### src/rtl/sfc_regfront_pkg.sv
package sfc_regfront_pkg;
  localparam int OFF_STATUS = 'h00;
  localparam int OFF_FLAGS  = 'h04;
  localparam int OFF_COUNT  = 'h08;
  localparam int OFF_CTRL   = 'h0C;
  localparam int OFF_PUSH   = 'h10;
  localparam int CTRL_FLUSH_TX_BIT = 0;
  localparam int CTRL_FLUSH_RX_BIT = 1;
endpackage

### src/rtl/sfc_bus_gate.sv
module sfc_bus_gate #(
  parameter int AW = 5,
  parameter int DW = 32
) (
  input  logic            mod_en,
  input  logic            in_valid,
  input  logic            in_write,
  input  logic [AW-1:0]   in_addr,
  input  logic [DW/8-1:0] in_be,
  input  logic [DW-1:0]   in_wdata,
  output logic            g_valid,
  output logic            g_write,
  output logic [AW-1:0]   g_addr,
  output logic [DW/8-1:0] g_be,
  output logic [DW-1:0]   g_wdata
);
  localparam int BW = DW / 8;

  always_comb begin
    g_valid = in_valid & mod_en;
    g_write = in_write & mod_en;
    g_addr  = in_addr  & {AW{mod_en}};
    g_be    = in_be    & {BW{mod_en}};
    g_wdata = in_wdata & {DW{mod_en}};
  end
endmodule

### src/rtl/sfc_reg_bank.sv
module sfc_reg_bank
  import sfc_regfront_pkg::*;
#(
  parameter int AW     = 5,
  parameter int DW     = 32,
  parameter int STAT_W = 8,
  parameter int FLAG_W = 4,
  parameter int CNT_W  = 16
) (
  input  logic            clk,
  input  logic            rst,
  input  logic            mdis,
  input  logic            acc_valid,
  input  logic            acc_write,
  input  logic [AW-1:0]   acc_addr,
  input  logic [DW/8-1:0] acc_be,
  input  logic [DW-1:0]   acc_wdata,
  output logic [DW-1:0]   rdata,
  output logic            bus_ready,
  input  logic [STAT_W-1:0] stat_in,
  input  logic [FLAG_W-1:0] flag_set,
  output logic            txf_valid,
  output logic [DW-1:0]   txf_data,
  input  logic            txf_ready,
  output logic            flush_tx,
  output logic            flush_rx
);
  localparam int BW = DW / 8;
  localparam int NB = CNT_W / 8;

  logic [FLAG_W-1:0] flags_q, flag_clr;
  logic [CNT_W-1:0]  cnt_q;
  logic wr_ok, rd_ok;
  logic sel_stat, sel_flag, sel_cnt, sel_ctrl, sel_push;

  always_comb begin
    sel_stat = acc_addr == AW'(OFF_STATUS);
    sel_flag = acc_addr == AW'(OFF_FLAGS);
    sel_cnt  = acc_addr == AW'(OFF_COUNT);
    sel_ctrl = acc_addr == AW'(OFF_CTRL);
    sel_push = acc_addr == AW'(OFF_PUSH);
    wr_ok    = acc_valid & acc_write & ~mdis;
    rd_ok    = acc_valid & ~acc_write;
    flag_clr = (wr_ok & sel_flag & acc_be[0]) ? acc_wdata[FLAG_W-1:0] : '0;
  end

  always_ff @(posedge clk) begin
    if (rst) flags_q <= '0;
    else     flags_q <= (flags_q & ~flag_clr) | flag_set;
  end

  for (genvar b = 0; b < NB; b++) begin : g_cnt_byte
    always_ff @(posedge clk) begin
      if (rst)
        cnt_q[8*b +: 8] <= '0;
      else if (wr_ok & sel_cnt & acc_be[b])
        cnt_q[8*b +: 8] <= acc_wdata[8*b +: 8];
    end
  end

  always_comb begin
    rdata = '0;
    if (rd_ok) begin
      if (sel_stat)      rdata = DW'(stat_in);
      else if (sel_flag) rdata = DW'(flags_q);
      else if (sel_cnt)  rdata = DW'(cnt_q);
    end
  end

  always_comb begin
    flush_tx  = wr_ok & sel_ctrl & acc_be[0] & acc_wdata[CTRL_FLUSH_TX_BIT];
    flush_rx  = wr_ok & sel_ctrl & acc_be[0] & acc_wdata[CTRL_FLUSH_RX_BIT];
    txf_valid = wr_ok & sel_push & (&acc_be[BW-1:0]);
    txf_data  = acc_wdata;
    bus_ready = ~txf_valid | txf_ready;
  end

  assert_flags_kept_R7: assert property (@(posedge clk) disable iff (rst)
    mdis |=> ((flags_q & $past(flags_q)) == $past(flags_q)));
  assert_count_frozen_R7: assert property (@(posedge clk) disable iff (rst)
    mdis |=> $stable(cnt_q));
  assert_push_blocked_R7: assert property (@(posedge clk) disable iff (rst)
    mdis |-> (!txf_valid && bus_ready && !flush_tx && !flush_rx));
  assert_set_wins_R3: assert property (@(posedge clk) disable iff (rst)
    (flag_set != '0) |=> ((flags_q & $past(flag_set)) == $past(flag_set)));
endmodule

### src/rtl/sfc_cmd_defer.sv
module sfc_cmd_defer (
  input  logic clk,
  input  logic rst,
  input  logic mdis,
  input  logic clk_ready,
  input  logic cmd_req,
  input  logic mem_rd_req,
  output logic cmd_start,
  output logic mem_rd_go,
  output logic cmd_err
);
  logic pend_q, err_q;

  always_comb begin
    cmd_start = pend_q & ~mdis & clk_ready;
    mem_rd_go = mem_rd_req & ~mdis;
    cmd_err   = err_q;
  end

  always_ff @(posedge clk) begin
    if (rst) begin
      pend_q <= 1'b0;
      err_q  <= 1'b0;
    end else begin
      pend_q <= (pend_q & ~cmd_start) | (cmd_req & ~mdis);
      err_q  <= mdis & (cmd_req | mem_rd_req);
    end
  end

  assert_start_gated_R9: assert property (@(posedge clk) disable iff (rst)
    cmd_start |-> (clk_ready && !mdis));
  assert_err_follows_R10: assert property (@(posedge clk) disable iff (rst)
    (mdis && (cmd_req || mem_rd_req)) |=> cmd_err);
  assert_no_fwd_R10: assert property (@(posedge clk) disable iff (rst)
    mdis |-> !mem_rd_go);
endmodule

### src/rtl/sfc_regfront.sv
module sfc_regfront #(
  parameter int AW     = 5,
  parameter int DW     = 32,
  parameter int STAT_W = 8,
  parameter int FLAG_W = 4,
  parameter int CNT_W  = 16
) (
  input  logic              clk,
  input  logic              rst,
  input  logic              mod_en,
  input  logic              bus_valid,
  input  logic              bus_write,
  input  logic [AW-1:0]     bus_addr,
  input  logic [DW/8-1:0]   bus_be,
  input  logic [DW-1:0]     bus_wdata,
  output logic [DW-1:0]     bus_rdata,
  output logic              bus_ready,
  input  logic              mdis,
  input  logic [STAT_W-1:0] stat_in,
  input  logic [FLAG_W-1:0] flag_set,
  output logic              txf_valid,
  output logic [DW-1:0]     txf_data,
  input  logic              txf_ready,
  output logic              flush_tx,
  output logic              flush_rx,
  input  logic              cmd_req,
  input  logic              mem_rd_req,
  input  logic              clk_ready,
  output logic              cmd_start,
  output logic              mem_rd_go,
  output logic              cmd_err
);
  logic            g_valid, g_write;
  logic [AW-1:0]   g_addr;
  logic [DW/8-1:0] g_be;
  logic [DW-1:0]   g_wdata;

  sfc_bus_gate #(.AW(AW), .DW(DW)) u_gate (
    .mod_en(mod_en), .in_valid(bus_valid), .in_write(bus_write),
    .in_addr(bus_addr), .in_be(bus_be), .in_wdata(bus_wdata),
    .g_valid(g_valid), .g_write(g_write), .g_addr(g_addr),
    .g_be(g_be), .g_wdata(g_wdata)
  );

  sfc_reg_bank #(.AW(AW), .DW(DW), .STAT_W(STAT_W), .FLAG_W(FLAG_W), .CNT_W(CNT_W)) u_bank (
    .clk(clk), .rst(rst), .mdis(mdis),
    .acc_valid(g_valid), .acc_write(g_write), .acc_addr(g_addr),
    .acc_be(g_be), .acc_wdata(g_wdata),
    .rdata(bus_rdata), .bus_ready(bus_ready),
    .stat_in(stat_in), .flag_set(flag_set),
    .txf_valid(txf_valid), .txf_data(txf_data), .txf_ready(txf_ready),
    .flush_tx(flush_tx), .flush_rx(flush_rx)
  );

  sfc_cmd_defer u_defer (
    .clk(clk), .rst(rst), .mdis(mdis), .clk_ready(clk_ready),
    .cmd_req(cmd_req), .mem_rd_req(mem_rd_req),
    .cmd_start(cmd_start), .mem_rd_go(mem_rd_go), .cmd_err(cmd_err)
  );

  assert_gated_idle_R8: assert property (@(posedge clk) disable iff (rst)
    !mod_en |-> (bus_rdata == '0 && !txf_valid && !flush_tx && !flush_rx));
endmodule

### config.mk
export PLATFORM = sky130hd
export DESIGN_NAME = sfc_regfront
export DESIGN_NICKNAME = d
export VERILOG_FILES = /design/src/rtl/sfc_regfront_pkg.sv /design/src/rtl/sfc_bus_gate.sv /design/src/rtl/sfc_reg_bank.sv /design/src/rtl/sfc_cmd_defer.sv /design/src/rtl/sfc_regfront.sv
export SDC_FILE = /design/constraint.sdc
export NUM_CORES = 1
export LEC_CHECK = 0
export CAP_MARGIN = 0
export CORE_AREA = 2 2 78 80
export DETAILED_ROUTE_END_ITERATION = 16
export DIE_AREA = 0 0 80 82
export GPL_ROUTABILITY_DRIVEN = 0
export PLACE_DENSITY = 0.8
export SETUP_SLACK_MARGIN = 0.1
export SKIP_LAST_GASP = 1
export SLEW_MARGIN = 20
export SYNTH_ARGS = -nofsm -noshare
export SYNTH_HDL_FRONTEND = slang
export SYNTH_HIERARCHICAL = 1
export SYNTH_SLANG_ARGS = --single-unit
### constraint.sdc
create_clock -name clk -period 4.75 [get_ports clk]
set_input_delay 1.425 -clock clk [delete_from_list [all_inputs] [get_ports clk]]
set_output_delay 1.425 -clock clk [all_outputs]
set_load 0.02 [all_outputs]
==> results by group, run 1 <==
Floorplanning
  • DIE WIDTH: 80 um
  • Die Outline Area: 6560 um^2
  • Starting utilization of the core area: 0.355
  • Row count: 28
  • Die extent in y: 82 um
  • Io pins: approximately 130
  • Core footprint: approximately 5700 um^2

GRT
  • Overall fraction of global-route tracks in use: 0.159
  • Maximum number of pins on one net before global-route repair: 40
  • First-pass GRT wire length: around 8.4 mm
  • Antenna violations before repair: 0
  • GRT Residual Overflow: 0
  • Number of global-route vias before repair: 1815

Worst setup path
  • Required time worst endpoint: 3.32 ns
  • Top cell by count, worst path: sky130_fd_sc_hd__or4_4
  • Type of the worst setup path: input pin to primary output
  • Worst endpoint data arrival time: 3.23 ns
  • Worst reg-to-reg setup slack: 3.99 ns
  • Worst-path cell with the longest stage delay: sky130_fd_sc_hd__or4_4
  • List of cells traversed by the critical path: clkdlybuf4s50_1 > and2_2 > nand4b_1 > or4_4 > or4_4 > buf_6
  • Critical Path Max Stage Delay: slightly below 0.5 ns
  • Worst setup SP type: input pin
  • Biggest fanout along the worst timing path: 2
  • Kind of capture point of the worst setup path: primary output

Synth
  • Dominant cell type by area after synthesis: sky130_fd_sc_hd__dfxtp_1
  • Most common cell in the netlist: sky130_fd_sc_hd__buf_4
  • YS warnings: 6
  • Syn_area_per_cell: 8.20 um^2
  • Flop and latch count out of synthesis: 22
  • Number of flops mapped to enable cells by yosys: 0
  • Most numerous cell types in the synthesized netlist: 48 x sky130_fd_sc_hd__buf_4, 43 x sky130_fd_sc_hd__and2_2, 32 x sky130_fd_sc_hd__nand2b_1
  • Post-synthesis instance area: 2040 um^2
  • Instance count of the mapped netlist: 249
  • Unique masters post-synth: 32
  • Top FF cell, synth: sky130_fd_sc_hd__dfxtp_1
  • Biggest area contributors in the synthesized netlist: sky130_fd_sc_hd__dfxtp_1 22%, sky130_fd_sc_hd__buf_4 18%, sky130_fd_sc_hd__and2_2 16%
  • Portion of synthesized cell area occupied by the leading cell type: 0.216
  • Share of flip-flops with an asynchronous set or reset: 0
  • Sequential cell area fraction in the yosys report: 0.216

STA
  • Final critical path time including I/O delays and setup: 4.65 ns
  • Final hold violation count: 0
  • Final slew viol count: 0
  • Worst-margin pin slew: 0.531 ns
  • Setup TNS: 0 ns
  • Slew HR: 0.645
  • Unrepaired setup endpoints after global routing: yes
  • Achievable clock frequency: 0.215 GHz
  • Final setup violation count: 0
  • Final worst-path cycle share: 0.979
  • Maximum clock skew at final layout: 0 ns

Finish
  • Number of non-filler instances in the completed layout: 423
  • Fill cell instance count of the final layout: 558
  • Post-layout utilization of the core: 0.557
  • Nets@finish: 412
  • # diodes: 0
  • Fraction of final layout cells sized beyond drive strength 1: 0.287
  • Area of all placed cells without fillers: 3200 um^2
  • Layout Area Growth over Synthesis: 56.8%

Place
  • Post-placement cell count: 417
  • Port Buffers: 117
  • DP Area: 3100 um^2
  • Post-DP HPWL: between 4 and 5 mm

CTS
  • Clock sinks: 22
  • TritonCTS clock tree: yes
  • Worst-path clk slew: ~0.080 ns
  • Maximum clock path buffer count: 2
  • CTS buffer count: 3
  • Clock latency at the later pin of the worst-skew pair: 0.26 ns
  • Count of H-tree levels built during CTS: 1
  • Cts hold-fix bufs: 0
  • Root buffer cell: sky130_fd_sc_hd__clkbuf_8

Flow run
  • Reported max-cap violation count: 0

Status
  • Run status: finished, final reports clean

Routing
  • Vias after detailed routing: between 1500 and 2000
  • Number of nets with antenna violations after detailed routing: 0
  • Via-to-Cell Ratio: about 4.5
  • Avg WL per Cell: 12.3 um
  • Number of DRC markers after the initial detailed-route iteration: 62
  • First-pass iteration count of the detailed router: 4
  • Routed wire length: 5.19 mm
  • Number of DRC violations after detailed routing: 0

Worst hold path
  • Worst hold path type: flip-flop to flip-flop

Pwr
  • LEAKAGE: ~1.3 nW
  • Highest ir drop seen on vdd: about 150 uV
  • Pwr Density: 174 nW/um^2
area by class of cell:
class / instances / area (um^2) / area share
Clock buffer: 3 / 41.3 / 0.0129
Clock inverter: 1 / 30.0 / 0.00938
Tap cell: 75 / 93.8 / 0.0293
Sequential cell: 22 / 440 / 0.138
Inverter: 6 / 26.3 / 0.00821
Multi-Input combinational cell: 178 / 1270 / 0.397
Timing Repair Buffer: 138 / 1300 / 0.406
metrics by stage:
stage / worst slack [ns] / power [mW] / hold slack [ns]
global placement: -0.581 / 0.382 / 0.459
global route: 0.0432 / 0.586 / 0.499
CTS: -0.164 / 0.561 / 0.482
detailed placement: -0.636 / 0.385 / 0.468
floorplan: 0.222 / 0.311 / 0.444
finish: 0.0977 / 0.556 / 0.473
per-layer routing:
| metal | global-route usage | part of all wire | vias up |
|---|---|---|---|
| li1 | - | - | 961 |
| met1 | 0.193 | 0.42 | 855 |
| met2 | 0.296 | 0.51 | 72 |
| met3 | 0.0242 | 0.069 | 2 |
| met4 | 0.0305 | 0.0033 | 0 |
| met5 | 0 | 0 | - |
cells in the final DEF, fill, tap and decap left out, drive strengths merged:
cell type,count
and2,52
clkinvlp,1
a21oi,4
nor3,13
or4b,1
nor2b,2
nor3b,1
bufinv,1
clkbuf,5
or4,3
or2,1
o32ai,1
nand2,2
nand2b,32
mux2i,16
a32oi,4
clkdlybuf4s15,6
conb,16
nor4b,1
dfxtp,22
a311oi,4
dlygate4sd2,4
buf,31
dlymetal6s2s,4
inv,5
nand4b,2
nand3,8
or2b,6
clkdlybuf4s50,91
nor2,6
and3,2
nor4,1
flip-flops by register name, indices dropped and copies added (netlist names):
signal / count
u_defer/cmd_err: 1
u_bank/cnt_q: 16
u_bank/flags_q: 4
u_defer/pend_q: 1
kinds of logic after synthesis:
family | count (synthesis) | synth area share
AND/OR/NAND/NOR | 133 | 0.443
buffers and inverters | 64 | 0.209
flip-flops | 22 | 0.216
multiplexers | 16 | 0.0785
AO/OA/AOI/OAI | 13 | 0.0521
other | 1 | 0.00184
repair_timing:
item                                    in CTS  in global routing
pin swaps                                    0                  4
buffers inserted                             1                  1
endpoints found under the setup margin      20                 17
resized for setup                           61                 28
critical path: cells and delay by family:
family	cells	cell delay [ns]
buf+inv	2	0.62
simple gates	4	1.19
power by group:
group          internal (mW)  switching (mW)  leakage, nW
Combinational          0.109          0.0841         1.07
Sequential             0.188         0.00118        0.179
Clock                  0.112          0.0622       0.0357
Total                  0.409           0.148         1.28
path summary, 6_finish.rpt:
path	to	start	depth (start not counted)
worst max-delay path	bus_ready	bus_valid	6
worst min-delay path	u_bank/cnt_q[11]	u_bank/cnt_q[11]	2
worst max register to register	u_bank/cnt_q[0]	u_bank/cnt_q[0]	2
worst min register to register	u_bank/cnt_q[11]	u_bank/cnt_q[11]	2
Note: power is estimated with default switching activity, not from simulation.
==> inputs of run 2 (changes only) <==
--- a/config.mk
+++ b/config.mk
@@ -6,11 +6,13 @@
 export NUM_CORES = 1
 export LEC_CHECK = 0
 export CAP_MARGIN = 0
-export CORE_AREA = 2 2 78 80
+export CORE_AREA = 2 2 60 62
+export CTS_BUF_LIST = sky130_fd_sc_hd__clkbuf_2 sky130_fd_sc_hd__clkbuf_4 sky130_fd_sc_hd__clkbuf_8
 export DETAILED_ROUTE_END_ITERATION = 16
-export DIE_AREA = 0 0 80 82
+export DIE_AREA = 0 0 62 64
+export DONT_BUFFER_PORTS = 1
 export GPL_ROUTABILITY_DRIVEN = 0
-export PLACE_DENSITY = 0.8
+export PLACE_DENSITY = 0.78
 export SETUP_SLACK_MARGIN = 0.1
 export SKIP_LAST_GASP = 1
 export SLEW_MARGIN = 20
==> results by group, run 2 (synthesized netlist as in run 1, its figures left out) <==
GRT
  • Overall fraction of global-route tracks in use: 0.181 (+0.0225)
  • Maximum number of pins on one net before global-route repair: 44 (+10%)
  • Antenna violations before repair: 0 (unchanged)
  • GRT Residual Overflow: 0 (unchanged)
  • Number of global-route vias before repair: 1306 (-28%)
  • First-pass GRT wire length: 5.61 mm (-33%)

Finish
  • Layout Area Growth over Synthesis: -7.23%
  • Most frequent cells in the layout: 43 x sky130_fd_sc_hd__and2_2, 32 x sky130_fd_sc_hd__nand2b_1, 22 x sky130_fd_sc_hd__dfxtp_1, 16 x sky130_fd_sc_hd__mux2i_1, 16 x sky130_fd_sc_hd__conb_1
  • Nets@finish: 286 (-31%)
  • Area of all placed cells without fillers: 1890 um^2 (-41%)
  • Fraction of final layout cells sized beyond drive strength 1: 0.302 (+0.0144)
  • Fill cell instance count of the final layout: 315 (-44%)
  • Register with the highest flop count: u_bank/cnt_q
  • Regs by FF count: u_bank/cnt_q x16, u_bank/flags_q x4
  • Number of non-filler instances in the completed layout: 268 (-37%)
  • # diodes: 0 (unchanged)
  • Number of flip-flops in the largest register: 16 (unchanged)
  • Most common library cell in the layout ignoring fill and taps: sky130_fd_sc_hd__and2_2

STA
  • Final worst-path cycle share: 0.910 (-0.0694)
  • Final critical path time including I/O delays and setup: 4.32 ns (-0.330 ns)
  • Slew HR: 0.650 (+0.00556)
  • Unrepaired setup endpoints after global routing: no
  • Achievable clock frequency: 0.231 GHz (+7.6%)
  • Final setup slack of the worst path: 0.427 ns (+0.330 ns)
  • Final hold violation count: 0 (unchanged)
  • Maximum clock skew at final layout: 0 ns (unchanged)
  • Worst-margin pin slew: 0.523 ns (-0.00832 ns)
  • Setup TNS: 0 ns (unchanged)
  • Final setup violation count: 0 (unchanged)
  • Final slew viol count: 0 (unchanged)

Worst setup path
  • Worst setup SP type: input pin
  • Required time worst endpoint: 3.32 ns (about the same)
  • Worst endpoint data arrival time: 2.90 ns (-0.33 ns)
  • Worst-path cell with the longest stage delay: sky130_fd_sc_hd__or4b_4
  • Worst reg-to-reg setup slack: 3.97 ns (-0.02 ns)
  • Cell family with most CP delay: simple AND/OR/NAND/NOR gates
  • Number of buffer and inverter instances along the worst setup path: 1 (-1)
  • Biggest fanout along the worst timing path: 8 (+6)
  • Critical Path Max Stage Delay: 0.59 ns (+0.10 ns)
  • List of cells traversed by the critical path: and2_2 > or4b_4 > nor3_1 > buf_4 > and2_1
  • Kind of capture point of the worst setup path: primary output
  • Type of the worst setup path: input pin to primary output

Routing
  • Via-to-Cell Ratio: 5.20 (+16%)
  • Vias after detailed routing: 1393 (-26%)
  • Number of DRC violations after detailed routing: 0 (unchanged)
  • Number of nets with antenna violations after detailed routing: 0 (unchanged)
  • First-pass iteration count of the detailed router: 4 (unchanged)
  • Avg WL per Cell: 13.6 um (+11%)
  • Number of DRC markers after the initial detailed-route iteration: 69 (+11%)
  • Routed wire length: 3.65 mm (-30%)

CTS
  • Root buffer cell: sky130_fd_sc_hd__clkbuf_4
  • CTS buffer count: 3 (unchanged)
  • Worst-path clk slew: 0.12 ns (+0.04 ns)
  • Maximum clock path buffer count: 2 (unchanged)
  • TritonCTS clock tree: yes
  • Clock latency at the later pin of the worst-skew pair: 0.29 ns (+0.03 ns)
  • Post-CTS setup repair buffer count: 0 (-1)
  • Number of instances resized during post-cts repair: 0 (-100%)
  • Count of H-tree levels built during CTS: 1 (unchanged)
  • Clock sinks: 22 (unchanged)
  • Cts hold-fix bufs: 0 (unchanged)

Floorplanning
  • Die extent in y: 64 um (-22%)
  • Starting utilization of the core area: 0.621 (+0.266)
  • DIE WIDTH: 62 um (-23%)
  • Core footprint: 3280 um^2 (-43%)
  • Die Outline Area: 3970 um^2 (-40%)
  • Io pins: 134 (unchanged)
  • Row count: 21 (-25%)

Place
  • Post-DP HPWL: 2.93 mm (-31%)
  • DP Area: 1840 um^2 (-41%)
  • Port Buffers: 0 (-100%)
  • Post-placement worst setup slack: 0.441 ns (+1.08 ns)
  • Post-placement cell count: 264 (-37%)

Pwr
  • Highest ir drop seen on vdd: 183 uV (+19%)
  • Pwr Density: 223 nW/um^2 (+28%)
  • LEAKAGE: 0.700 nW (-45%)

Worst hold path
  • Worst hold path type: flip-flop to flip-flop

Flow run
  • Reported max-cap violation count: 0 (unchanged)

Status
  • Run status: finished, final reports clean
-- run 2: stage by stage --
stage,utilization,power [mW],hold slack [ns]
after CTS,0.576,0.430,0.480
after global routing,0.576,0.446,0.496
after floorplan,-,0.311,0.444
after detailed placement,0.560,0.287,0.459
after global placement,0.560,0.286,0.456
final,0.576,0.422,0.475
-- run 2: area by class of cell --
class | count | area (um^2) | share of cell area
Inverter | 6 | 22.5 | 0.0119
Tap cell | 46 | 57.6 | 0.0304
Sequential cell | 22 | 440 | 0.233
Timing Repair Buffer | 12 | 90.1 | 0.0476
Clock buffer | 3 | 22.5 | 0.0119
Clock inverter | 1 | 30.0 | 0.0159
Multi-Input combinational cell | 178 | 1230 | 0.650
-- run 2: worst reg2reg max path, cell delays in order, from the launching register on --
cell and delay [ns]:
sky130_fd_sc_hd__dfxtp_1 0.38, sky130_fd_sc_hd__or2b_1 0.23, sky130_fd_sc_hd__mux2i_1 0.12
-- run 2: path summary, 6_finish.rpt --
kind                         start               end  cells past startpoint
setup / recovery       bus_addr[4]     bus_rdata[13]                      5
hold / removal    u_bank/cnt_q[10]  u_bank/cnt_q[10]                      2
setup reg to reg   u_bank/cnt_q[5]   u_bank/cnt_q[5]                      2
hold reg to reg   u_bank/cnt_q[10]  u_bank/cnt_q[10]                      2
-- run 2: layer usage --
layer	routed length, um	GRT usage	part of all wire
met3	307	0.0263	0.084
met1	1510	0.218	0.41
met5	0	0	0
met4	20	0.0479	0.0055
met2	1810	0.323	0.50
-- run 2: power by group --
| part | switching [mW] | internal, mW | leakage [nW] | total [mW] |
|---|---|---|---|---|
| logic | 0.0600 | 0.0329 | 0.493 | 0.0928 |
| registers | 0.00201 | 0.188 | 0.179 | 0.190 |
| clock network | 0.0544 | 0.0852 | 0.0279 | 0.140 |
| total | 0.116 | 0.306 | 0.700 | 0.422 |
==> inputs of run 3 (changes only) <==
--- a/config.mk
+++ b/config.mk
@@ -12,6 +12,7 @@
 export DIE_AREA = 0 0 62 64
 export DONT_BUFFER_PORTS = 1
 export GPL_ROUTABILITY_DRIVEN = 0
+export MAX_ROUTING_LAYER = met4
 export PLACE_DENSITY = 0.78
 export SETUP_SLACK_MARGIN = 0.1
 export SKIP_LAST_GASP = 1
==> results by group, run 3 (synthesized netlist as in run 1, its figures left out) <==
Status
  • Run status: finished, final reports clean

Floorplanning
  • DIE WIDTH: 62 um (unchanged)
  • Starting utilization of the core area: 0.621 (unchanged)
  • Row count: 21 (unchanged)
  • Io pins: 134 (unchanged)
  • Core footprint: 3280 um^2 (unchanged)
  • Die extent in y: 64 um (unchanged)
  • Die Outline Area: 3970 um^2 (unchanged)

Pwr
  • Overall power consumption: 0.423 mW (about the same)
  • Highest ir drop seen on vdd: 183 uV (about the same)
  • Pwr Density: 223 nW/um^2 (about the same)
  • LEAKAGE: 0.700 nW (unchanged)

STA
  • Final worst-path cycle share: 0.910 (about the same)
  • Maximum clock skew at final layout: 0 ns (unchanged)
  • Final hold violation count: 0 (unchanged)
  • Final setup violation count: 0 (unchanged)
  • Achievable clock frequency: 0.231 GHz (about the same)
  • Final slew viol count: 0 (unchanged)
  • Final critical path time including I/O delays and setup: 4.32 ns (+0.000326 ns)
  • Smallest hold slack: 0.476 ns (+0.000985 ns)
  • Setup TNS: 0 ns (unchanged)
  • Unrepaired setup endpoints after global routing: no
  • Worst-margin pin slew: 0.533 ns (+0.0101 ns)
  • Slew HR: 0.643 (-0.00674)

Routing
  • Avg WL per Cell: 13.5 um (-0.55%)
  • Vias after detailed routing: 1394 (+0.072%)
  • Number of nets with antenna violations after detailed routing: 0 (unchanged)
  • Number of DRC violations after detailed routing: 0 (unchanged)
  • First-pass iteration count of the detailed router: 4 (unchanged)
  • Via-to-Cell Ratio: 5.20 (about the same)
  • Routed wire length: 3.63 mm (-0.55%)
  • Number of DRC markers after the initial detailed-route iteration: 66 (-4.3%)

Worst setup path
  • Critical Path Max Stage Delay: 0.59 ns (about the same)
  • Kind of capture point of the worst setup path: primary output
  • Worst-path cell with the longest stage delay: sky130_fd_sc_hd__or4b_4
  • Worst setup SP type: input pin
  • Worst endpoint data arrival time: 2.90 ns (about the same)
  • Biggest fanout along the worst timing path: 8 (unchanged)
  • Type of the worst setup path: input pin to primary output
  • Required time worst endpoint: 3.32 ns (about the same)
  • List of cells traversed by the critical path: and2_2 > or4b_4 > nor3_1 > buf_4 > and2_1
  • Cell family with most CP delay: simple AND/OR/NAND/NOR gates
  • Number of buffer and inverter instances along the worst setup path: 1 (unchanged)

Place
  • Post-DP HPWL: 2.93 mm (unchanged)
  • Port Buffers: 0 (unchanged)

GRT
  • Antenna violations before repair: 0 (unchanged)
  • Overall fraction of global-route tracks in use: 0.186 (+0.00468)
  • Maximum number of pins on one net before global-route repair: 44 (unchanged)
  • GRT Residual Overflow: 0 (unchanged)
  • Global-route track usage on met1: 0.220 (+0.00250)
  • First-pass GRT wire length: 5.60 mm (-0.12%)
  • Global-route met3 utilization: 0.0223 (-0.00405)
  • GR peak layer: met2
  • Met2 Use GR: 0.323 (unchanged)
  • Number of global-route vias before repair: 1309 (+0.23%)

CTS
  • Clock sinks: 22 (unchanged)
  • Post-CTS setup repair buffer count: 0 (unchanged)
  • Cts hold-fix bufs: 0 (unchanged)
  • Worst-path clk slew: 0.12 ns (about the same)
  • Clock latency at the later pin of the worst-skew pair: 0.29 ns (about the same)
  • TritonCTS clock tree: yes
  • Count of H-tree levels built during CTS: 1 (unchanged)
  • Maximum clock path buffer count: 2 (unchanged)
  • Root buffer cell: sky130_fd_sc_hd__clkbuf_4
  • CTS buffer count: 3 (unchanged)
  • Number of instances resized during post-cts repair: 0 (unchanged)

Finish
  • Most frequent cells in the layout: 43 x sky130_fd_sc_hd__and2_2, 32 x sky130_fd_sc_hd__nand2b_1, 22 x sky130_fd_sc_hd__dfxtp_1, 16 x sky130_fd_sc_hd__mux2i_1, 16 x sky130_fd_sc_hd__conb_1
  • Layout Area Growth over Synthesis: -7.23% (unchanged)
  • Post-layout utilization of the core: 0.576 (unchanged)
  • Fill cell instance count of the final layout: 315 (unchanged)
  • Register with the highest flop count: u_bank/cnt_q
  • Most common library cell in the layout ignoring fill and taps: sky130_fd_sc_hd__and2_2
  • Regs by FF count: u_bank/cnt_q x16, u_bank/flags_q x4
  • Fraction of final layout cells sized beyond drive strength 1: 0.302 (unchanged)
  • Nets@finish: 286 (unchanged)
  • # diodes: 0 (unchanged)
  • Number of flip-flops in the largest register: 16 (unchanged)

Worst hold path
  • Worst hold path type: flip-flop to flip-flop

Flow run
  • Reported max-cap violation count: 0 (unchanged)
run 3: per-layer routing:
layer | up-vias | part of all wire
met5 | - | 0
li1 | 708 | -
met1 | 615 | 0.41
met2 | 69 | 0.50
met4 | 0 | 0.0055
met3 | 2 | 0.083
run 3: where the power goes:
group	internal [mW]	total, mW	switching, mW
Sequential	0.188	0.190	0.00203
Clock	0.0852	0.140	0.0545
Combinational	0.0329	0.0929	0.0600
Total	0.306	0.423	0.117
run 3: final cells by class:
cell class,count,area (um^2),share of cell area
repair buffers,12,90.1,0.0476
clock buffers,3,22.5,0.0119
well taps,46,57.6,0.0304
inverters,6,22.5,0.0119
clock inverters,1,30.0,0.0159
multi-input cells,178,1230,0.650
flip-flops and latches,22,440,0.233
run 3: tightest hold or removal path: cells and delay by family, from the launching register on:
kind / cells / cell delay [ns]
DFF: 1 / 0.33
muxes: 1 / 0.06
and+or+nand+nor: 1 / 0.06
run 3: path summary, 6_finish.rpt:
path | startpoint | to | slack, ns | depth (start not counted)
worst max-delay path | bus_addr[4] | bus_rdata[13] | 0.43 | 5
worst min-delay path | u_bank/cnt_q[10] | u_bank/cnt_q[10] | 0.48 | 2
worst max register to register | u_bank/cnt_q[5] | u_bank/cnt_q[5] | 3.96 | 2
worst min register to register | u_bank/cnt_q[10] | u_bank/cnt_q[10] | 0.48 | 2
run 3: per-stage QoR:
stage,setup slack [ns],cell area [um^2],std cells
2_1_floorplan,0.222,2100,264
3_3_place_gp,0.431,1840,264
3_5_place_dp,0.441,1840,264
4_1_cts,0.428,1890,268
5_1_grt,0.335,1890,268
6_report,0.427,1890,268
